File: src/rtl/intr_pkg.sv
package intr_pkg;
  typedef enum logic [1:0] {
    ST_IDLE = 2'd0,
    ST_SAVE = 2'd1,
    ST_ACK  = 2'd2,
    ST_LOAD = 2'd3
  } entry_st_e;
endpackage

File: src/rtl/intr_ie_reg.sv
module intr_ie_reg (
  input  logic clk_i,
  input  logic rst_ni,
  input  logic ld_i,
  input  logic val_i,
  output logic ie_o
);
  always_ff @(posedge clk_i or negedge rst_ni) begin
    if (!rst_ni)   ie_o <= 1'b0;
    else if (ld_i) ie_o <= val_i;
  end
endmodule

File: src/rtl/intr_pc_reg.sv
module intr_pc_reg #(
  parameter int unsigned XLEN  = 32,
  parameter int unsigned FLOOR = 16
) (
  input  logic            clk_i,
  input  logic            rst_ni,
  input  logic            ld_i,
  input  logic [XLEN-1:0] d_i,
  output logic [XLEN-1:0] pc_o
);
  localparam logic [XLEN-1:0] FLOOR_V = XLEN'(FLOOR);

  logic [XLEN-1:0] pc_q;

  always_ff @(posedge clk_i or negedge rst_ni) begin
    if (!rst_ni)   pc_q <= FLOOR_V;
    else if (ld_i) pc_q <= d_i;
  end

  // stored value may sit in the vector table; the output never does
  assign pc_o = (pc_q < FLOOR_V) ? FLOOR_V : pc_q;
endmodule

File: src/rtl/intr_entry_seq.sv
module intr_entry_seq
  import intr_pkg::*;
#(
  parameter int unsigned XLEN = 32
) (
  input  logic            clk_i,
  input  logic            rst_ni,
  input  logic            go_i,
  input  logic [XLEN-1:0] mem_rdata_i,
  output logic            save_o,
  output logic            ack_o,
  output logic            load_o,
  output logic            busy_o,
  output logic [XLEN-1:0] vec_o
);
  entry_st_e st_q, st_d;

  always_comb begin
    st_d = st_q;
    unique case (st_q)
      ST_IDLE: if (go_i) st_d = ST_SAVE;
      ST_SAVE: st_d = ST_ACK;
      ST_ACK:  st_d = ST_LOAD;
      ST_LOAD: st_d = ST_IDLE;
      default: st_d = ST_IDLE;
    endcase
  end

  always_ff @(posedge clk_i or negedge rst_ni) begin
    if (!rst_ni) st_q <= ST_IDLE;
    else         st_q <= st_d;
  end

  always_ff @(posedge clk_i or negedge rst_ni) begin
    if (!rst_ni)    vec_o <= '0;
    else if (ack_o) vec_o <= mem_rdata_i;
  end

  assign save_o = (st_q == ST_SAVE);
  assign ack_o  = (st_q == ST_ACK);
  assign load_o = (st_q == ST_LOAD);
  assign busy_o = (st_q != ST_IDLE);
endmodule

File: src/rtl/intr_pc_ctrl.sv
module intr_pc_ctrl #(
  parameter int unsigned XLEN  = 32,
  parameter int unsigned AW    = 24,
  parameter int unsigned RIW   = 4,
  parameter int unsigned KREG  = 12,
  parameter int unsigned FLOOR = 16
) (
  input  logic            clk_i,
  input  logic            rst_ni,
  input  logic            fetch_start_i,
  input  logic            int_line_i,
  input  logic            ei_i,
  input  logic            di_i,
  input  logic            reti_i,
  input  logic [XLEN-1:0] k0_i,
  input  logic            pc_ld_i,
  input  logic [XLEN-1:0] pc_d_i,
  input  logic [XLEN-1:0] io_data_i,
  input  logic [XLEN-1:0] mem_rdata_i,
  output logic            no_int_o,
  output logic            busy_o,
  output logic            inta_o,
  output logic            mem_rd_o,
  output logic [AW-1:0]   mem_addr_o,
  output logic            rf_we_o,
  output logic [RIW-1:0]  rf_waddr_o,
  output logic [XLEN-1:0] rf_wdata_o,
  output logic [XLEN-1:0] pc_o,
  output logic            ie_o
);
  logic            on_int, go;
  logic            save, ack, load, busy;
  logic [XLEN-1:0] vec;
  logic            ie_ld, ie_val;
  logic            pc_ld;
  logic [XLEN-1:0] pc_d;
  logic [XLEN-1:0] io_bus;
  logic            unused_io_hi;

  assign on_int   = ie_o & int_line_i;
  assign go       = fetch_start_i & on_int;
  assign no_int_o = fetch_start_i & ~on_int & ~busy;

  intr_entry_seq #(.XLEN(XLEN)) u_seq (
    .clk_i       (clk_i),
    .rst_ni      (rst_ni),
    .go_i        (go),
    .mem_rdata_i (mem_rdata_i),
    .save_o      (save),
    .ack_o       (ack),
    .load_o      (load),
    .busy_o      (busy),
    .vec_o       (vec)
  );

  // entry clear wins over any instruction strobe
  assign ie_ld  = save | (~busy & (ei_i | di_i | reti_i));
  assign ie_val = ~save & (ei_i | reti_i);

  intr_ie_reg u_ie (
    .clk_i  (clk_i),
    .rst_ni (rst_ni),
    .ld_i   (ie_ld),
    .val_i  (ie_val),
    .ie_o   (ie_o)
  );

  assign pc_ld = load | (~busy & (reti_i | pc_ld_i));
  assign pc_d  = load ? vec : (reti_i ? k0_i : pc_d_i);

  intr_pc_reg #(.XLEN(XLEN), .FLOOR(FLOOR)) u_pc (
    .clk_i  (clk_i),
    .rst_ni (rst_ni),
    .ld_i   (pc_ld),
    .d_i    (pc_d),
    .pc_o   (pc_o)
  );

  // I/O bus reaches the main bus only while the acknowledge drives it
  assign io_bus       = ack ? io_data_i : '0;
  assign unused_io_hi = ^io_bus[XLEN-1:AW];
  assign mem_addr_o   = io_bus[AW-1:0];
  assign mem_rd_o     = ack;
  assign inta_o       = ack;
  assign busy_o       = busy;

  assign rf_we_o    = save;
  assign rf_waddr_o = RIW'(KREG);
  assign rf_wdata_o = pc_o;
endmodule

File: config.mk
export PLATFORM = sky130hd
export DESIGN_NAME = intr_pc_ctrl
export DESIGN_NICKNAME = d
export VERILOG_FILES = /design/src/rtl/intr_pkg.sv /design/src/rtl/intr_ie_reg.sv /design/src/rtl/intr_pc_reg.sv /design/src/rtl/intr_entry_seq.sv /design/src/rtl/intr_pc_ctrl.sv
export SDC_FILE = /design/constraint.sdc
export NUM_CORES = 1
export LEC_CHECK = 0
export BUFFER_PORTS_ARGS = -buffer_cell sky130_fd_sc_hd__buf_2
export CORE_ASPECT_RATIO = 1.5
export CORE_MARGIN = 3
export CORE_UTILIZATION = 41
export CTS_CLUSTER_DIAMETER = 30
export DETAILED_ROUTE_END_ITERATION = 8
export PLACE_DENSITY = 0.78
export SYNTH_ARGS = -nofsm -noshare
export SYNTH_HDL_FRONTEND = slang
export SYNTH_HIERARCHICAL = 1
export SYNTH_SLANG_ARGS = --single-unit
File: constraint.sdc
create_clock -name clk_i -period 1.9 [get_ports clk_i]
set_input_delay 0.19 -clock clk_i [delete_from_list [all_inputs] [get_ports clk_i]]
set_output_delay 0.19 -clock clk_i [all_outputs]
set_load 0.03 [all_outputs]
# Word-level counts from Yosys, hierarchy flattened
# Cells that the tools add are included.
[totals] register_bits=67 word_cells=33 input_bits=136
[op_classes] bitwise=16 n_lt_le_gt_ge=1 mux=6 eq_ne=4 n_reduce_logical=2
[ops] operator="2-to-1 mux 32 bit" n=3
[ops] operator="less-than comparator 32 x 5 -> 1 bit, second input constant" n=1
[ops] operator="2-to-1 mux 24 bit" n=1
[ops] operator="case mux 2 bit (4 select lines)" n=1
[ops] operator="AND 1 bit" n=7
[ops] operator="OR 1 bit" n=6
[ops] operator="equality test 2 bit, second input constant" n=2
[ops] operator="NOT 1 bit" n=3
[ops] operator="equality test 2 x 1 -> 1 bit, second input constant" n=1
[ops] operator="logical NOT 2 bit" n=1
[ops] operator="2-to-1 mux 2 bit" n=1
[ops] operator="inequality test 2 bit, second input constant" n=1
[ops] operator="nonzero test 2 bit" n=1

# Longest topological paths before layout
[logic_depth] ltp_word=4 depth_mapped=7 depth_no_buf=5

# Hierarchy
# The synthesis kept the hierarchy.
[modules_own_cells] mod="intr_entry_seq" cells_per_inst=83 seq_area_each_um2=850.8 instances=1 area_per_inst_um2=1512.7
[modules_own_cells] mod="intr_pc_reg" cells_per_inst=109 seq_area_each_um2=802.0 instances=1 area_per_inst_um2=1408.9
[modules_own_cells] mod="intr_pc_ctrl" cells_per_inst=181 seq_area_each_um2=0.0 instances=1 area_per_inst_um2=1197.4
[modules_own_cells] mod="intr_ie_reg" cells_per_inst=2 seq_area_each_um2=25.0 instances=1 area_per_inst_um2=40.0

# Worst setup path after synthesis
# No wires, ideal clock.
[synth_path] kind="flip-flop to output port" startpoint="reg u_pc.pc_q[4]" endpoint="out rf_wdata_o[0]" n_path_buf=1 required_time_ns=1.710 arrival_ns=1.839 setup_slack_ns=-0.129 path_stages_with_launch=5 cell_sequence="dfstp_2 nor4_1 and4_2 a21boi_0 buf_4"
[synth_via] elab_chain_cells=2
[synth_lines] item="start, declared" line_no="intr_pc_reg.sv:13" source="logic [XLEN-1:0] pc_q;"
[synth_lines] item="start signal, assigned" line_no="intr_pc_reg.sv:17" source="else if (ld_i) pc_q <= d_i;"
[synth_lines] item="less-than comparator 32 x 5 -> 1 bit" line_no="intr_pc_reg.sv:21" source="assign pc_o = (pc_q < FLOOR_V) ? FLOOR_V : pc_q;"
[synth_lines] item="2-to-1 mux 32 bit" line_no="intr_pc_reg.sv:21"
[synth_lines] item="end, declared" line_no="intr_pc_ctrl.sv:27" source="output logic [XLEN-1:0] rf_wdata_o,"
# Every way passes these cells.

# Final worst setup path
[layout_path] startpoint="reg u_pc.pc_q[19]" endpoint="out pc_o[4]"
[layout_via] elab_chain_cells=2
[layout_lines] item="less-than comparator 32 x 5 -> 1 bit" line_no="intr_pc_reg.sv:21"
[layout_lines] item="2-to-1 mux 32 bit" line_no="intr_pc_reg.sv:21"
[layout_lines] item="end, declared" line_no="intr_pc_ctrl.sv:28" source="output logic [XLEN-1:0] pc_o,"
# Every way passes these cells.

==> out/qor.txt <==
status -> finished with violations
failing checks -> setup timing
CTS root buf -> clkbuf_16
post-layout min period -> 1.98 ns
CTS sink cnt -> 67
nets@finish -> 683
via count -> 3239
Tot Pwr -> 11.0 mW
# DRC -> 0
drt wl/cell -> 15.8 um
Core Footprint -> 9800 um2
largest net degree at the start of global routing -> 55
worst r2r dst -> u_pc/pc_q[12]
gr busiest metal -> met2
worst-path maximum fanout -> 5
Hold Path Sink -> u_seq/vec_o[3]
final period utilization -> 104%
Post-Syn Instances -> 375
Final Max Slew Viols -> 0
met3 usage -> 2.99%
Placement Rows -> 44
antenna viol nets, final -> 0
Crit Path Class -> reg2out
met2 Use GR -> 33.8%
Startpoint Class -> register
CTS buffer count -> 9
DIE WIDTH -> 88.2 um
antenna diode count -> 0
Die H -> 129 um
CP startpoint -> u_pc/pc_q[19]
I/O pins -> 234
DRT iter0 DRCs -> 84
Peak VDD IR -> 0.910 mV
Syn. warnings -> 6
r2r startpoint -> u_seq/st_q[1]
DP Wirelength -> 8160 um
fmax -> 505 MHz
final worst slack -> -0.0786 ns
kind of end point of the critical path -> output port
Worst-path clk slew -> 0.06 ns
first-pass GRT wire length -> 15800 um
Die ar. -> 11400 um2
GP Congestion -> 0.799
global-route met1 utilization -> 19.9%
starting density of the core -> 42.4%
first-pass iteration count of the detailed router -> 4
clock skew -> 0.00646 ns
Place WS -> -0.00388 ns
WP data required -> 1.71 ns
Power Density -> 2030 nW/um2
static leakage -> 2.83 nW
post-synth cell types -> 30
Reg2Reg Depth -> 6
H-tree depth -> 3
WP data arrival -> 1.79 ns
min-delay src -> mem_rdata_i[3]
Area contributors post-synth -> dfrtp_1 40%, mux2_4 11%, mux2_2 8.9%
Yosys top cell area share -> 39.7%
Worst Hold Slack -> 0.0878 ns
r2r setup slk -> 0.15 ns
Post-synth EDFFs -> 0
Hold Path Cell Cnt -> 2
cell taking the most area after synthesis -> dfrtp_1
total wire length -> 10500 um
synth cell count leaders -> 66 x dfrtp_1, 38 x buf_4, 33 x mux2_2, 33 x mux2i_1, 32 x nand2_1
Synth Register Bits -> 67
Fin. Hold Viols -> 0
final core utilization -> 55.4%
Global Route Usage Sum -> 18.2%
main flop type after synthesis -> dfrtp_1
final setup fails -> 10
port bufs -> 221
worst skew pair latency -> 0.33 ns
vias in the first global route -> 3286
Syn Area/Cell -> 11.1 um2
sequential area share after synthesis -> 40.3%
grt total ovfl -> 0
vias per inst -> 4.90
ratio of cells with drive above 1 in the final layout -> 60.1%
maxcap violations -> 0
ys async rst share -> 100%
Mapped Area -> 4160 um2
CTS tree -> done
antenna violations before repair -> 0
most common cell in the netlist -> dfrtp_1
Clock Tree Buf Depth -> 2
RSZ-0062 raised after global routing -> true
Hold Path Class -> in2reg
Area Growth Syn to Fin -> 30.6%
[report_power, final]
| group | switching [mW] | total (mW) | internal [mW] |
|---|---|---|---|
| Clock | 0.595 | 1.82 | 1.22 |
| Combinational | 3.66 | 6.40 | 2.74 |
| Sequential | 0.611 | 2.82 | 2.21 |
| Total | 4.87 | 11.0 | 6.17 |
[worst max path at each step]
| stage | cells after the start | end | slack, ns |
|---|---|---|---|
| final | 5 | pc_o[4] | -0.08 |
| after global routing | 5 | pc_o[4] | -0.16 |
| after CTS | 5 | pc_o[4] | -0.10 |
| after detailed placement | 5 | pc_o[4] | -0.004 |
| after global placement | 5 | pc_o[4] | -0.04 |
| after floorplan | 4 | rf_wdata_o[0] | -0.13 |
[kinds of logic after synthesis]
kind of cell / count (synthesis) / share of synthesized area [%]
other cells: 2 / 0.181
flops: 67 / 40.3
compound gates: 40 / 5.29
fa+ha+maj: 6 / 1.81
buf+inv: 89 / 15.0
mux: 99 / 28.6
simple gates: 72 / 8.72
[worst max-delay path, stage by stage, from the launching register on]
cell and delay [ns]:
dfrtp_1 0.41, nor4_4 0.35, buf_4 0.16, and4_4 0.25, a21o_1 0.14, buf_4 0.16
[repair_timing]
action | CTS | global route
endpoints found under the setup margin | 11 | 15
setup buffers | 2 | 0
resized for setup | 20 | 4
pin swaps | 1 | 0
hold buffers | 1 | 0
hold endpoints to repair | 19 | 0
[placed cells by master, fill, tap and decap left out, drive strengths merged]
master and count:
buf 237, dfrtp 66, mux2 66, mux2i 33, nand2 32, o21ai 32, and2 24, clkbuf 11
nor4 7, ha 6, nor2 4, conb 4, a21boi 4, inv 4, clkinv 2, bufinv 2
and3 2, o21bai 2, nor3 1, a211oi 1, clkinvlp 1, dlygate4sd3 1, and4 1, a21o 1
dfstp 1, nand2b 1
[per-stage QoR]
step                      area [um2]  instances  setup TNS, ns
final                           5430        661         -0.511
after global routing            5430        661          -1.26
after CTS                       5420        661         -0.784
after detailed placement        5000        642       -0.00491
after global placement          5000        642         -0.180
after floorplan                 4170        377         -0.516
[final cells by class]
type	count	area (um2)
Inverter	4	15.0
Clock inverter	5	85.1
Multi-Input combinational cell	221	1910
Tap cell	115	144
Clock buffer	11	253
Timing Repair Buffer	238	1340
Fill cell	866	4370
Sequential cell	67	1680
[metal layers]
| metal | up-vias | wire length (um) |
|---|---|---|
| met5 | - | 0 |
| met3 | 14 | 639 |
| li1 | 1546 | - |
| met2 | 151 | 5730 |
| met4 | 0 | 212 |
| met1 | 1528 | 3880 |
[state kept, by name, summed over array words and instances, names as in the netlist]
name,flops
u_ie/ie_o,1
u_pc/pc_q,32
u_seq/vec_o,32
u_seq/st_q,2
Note: power is estimated with default switching activity, not from simulation.
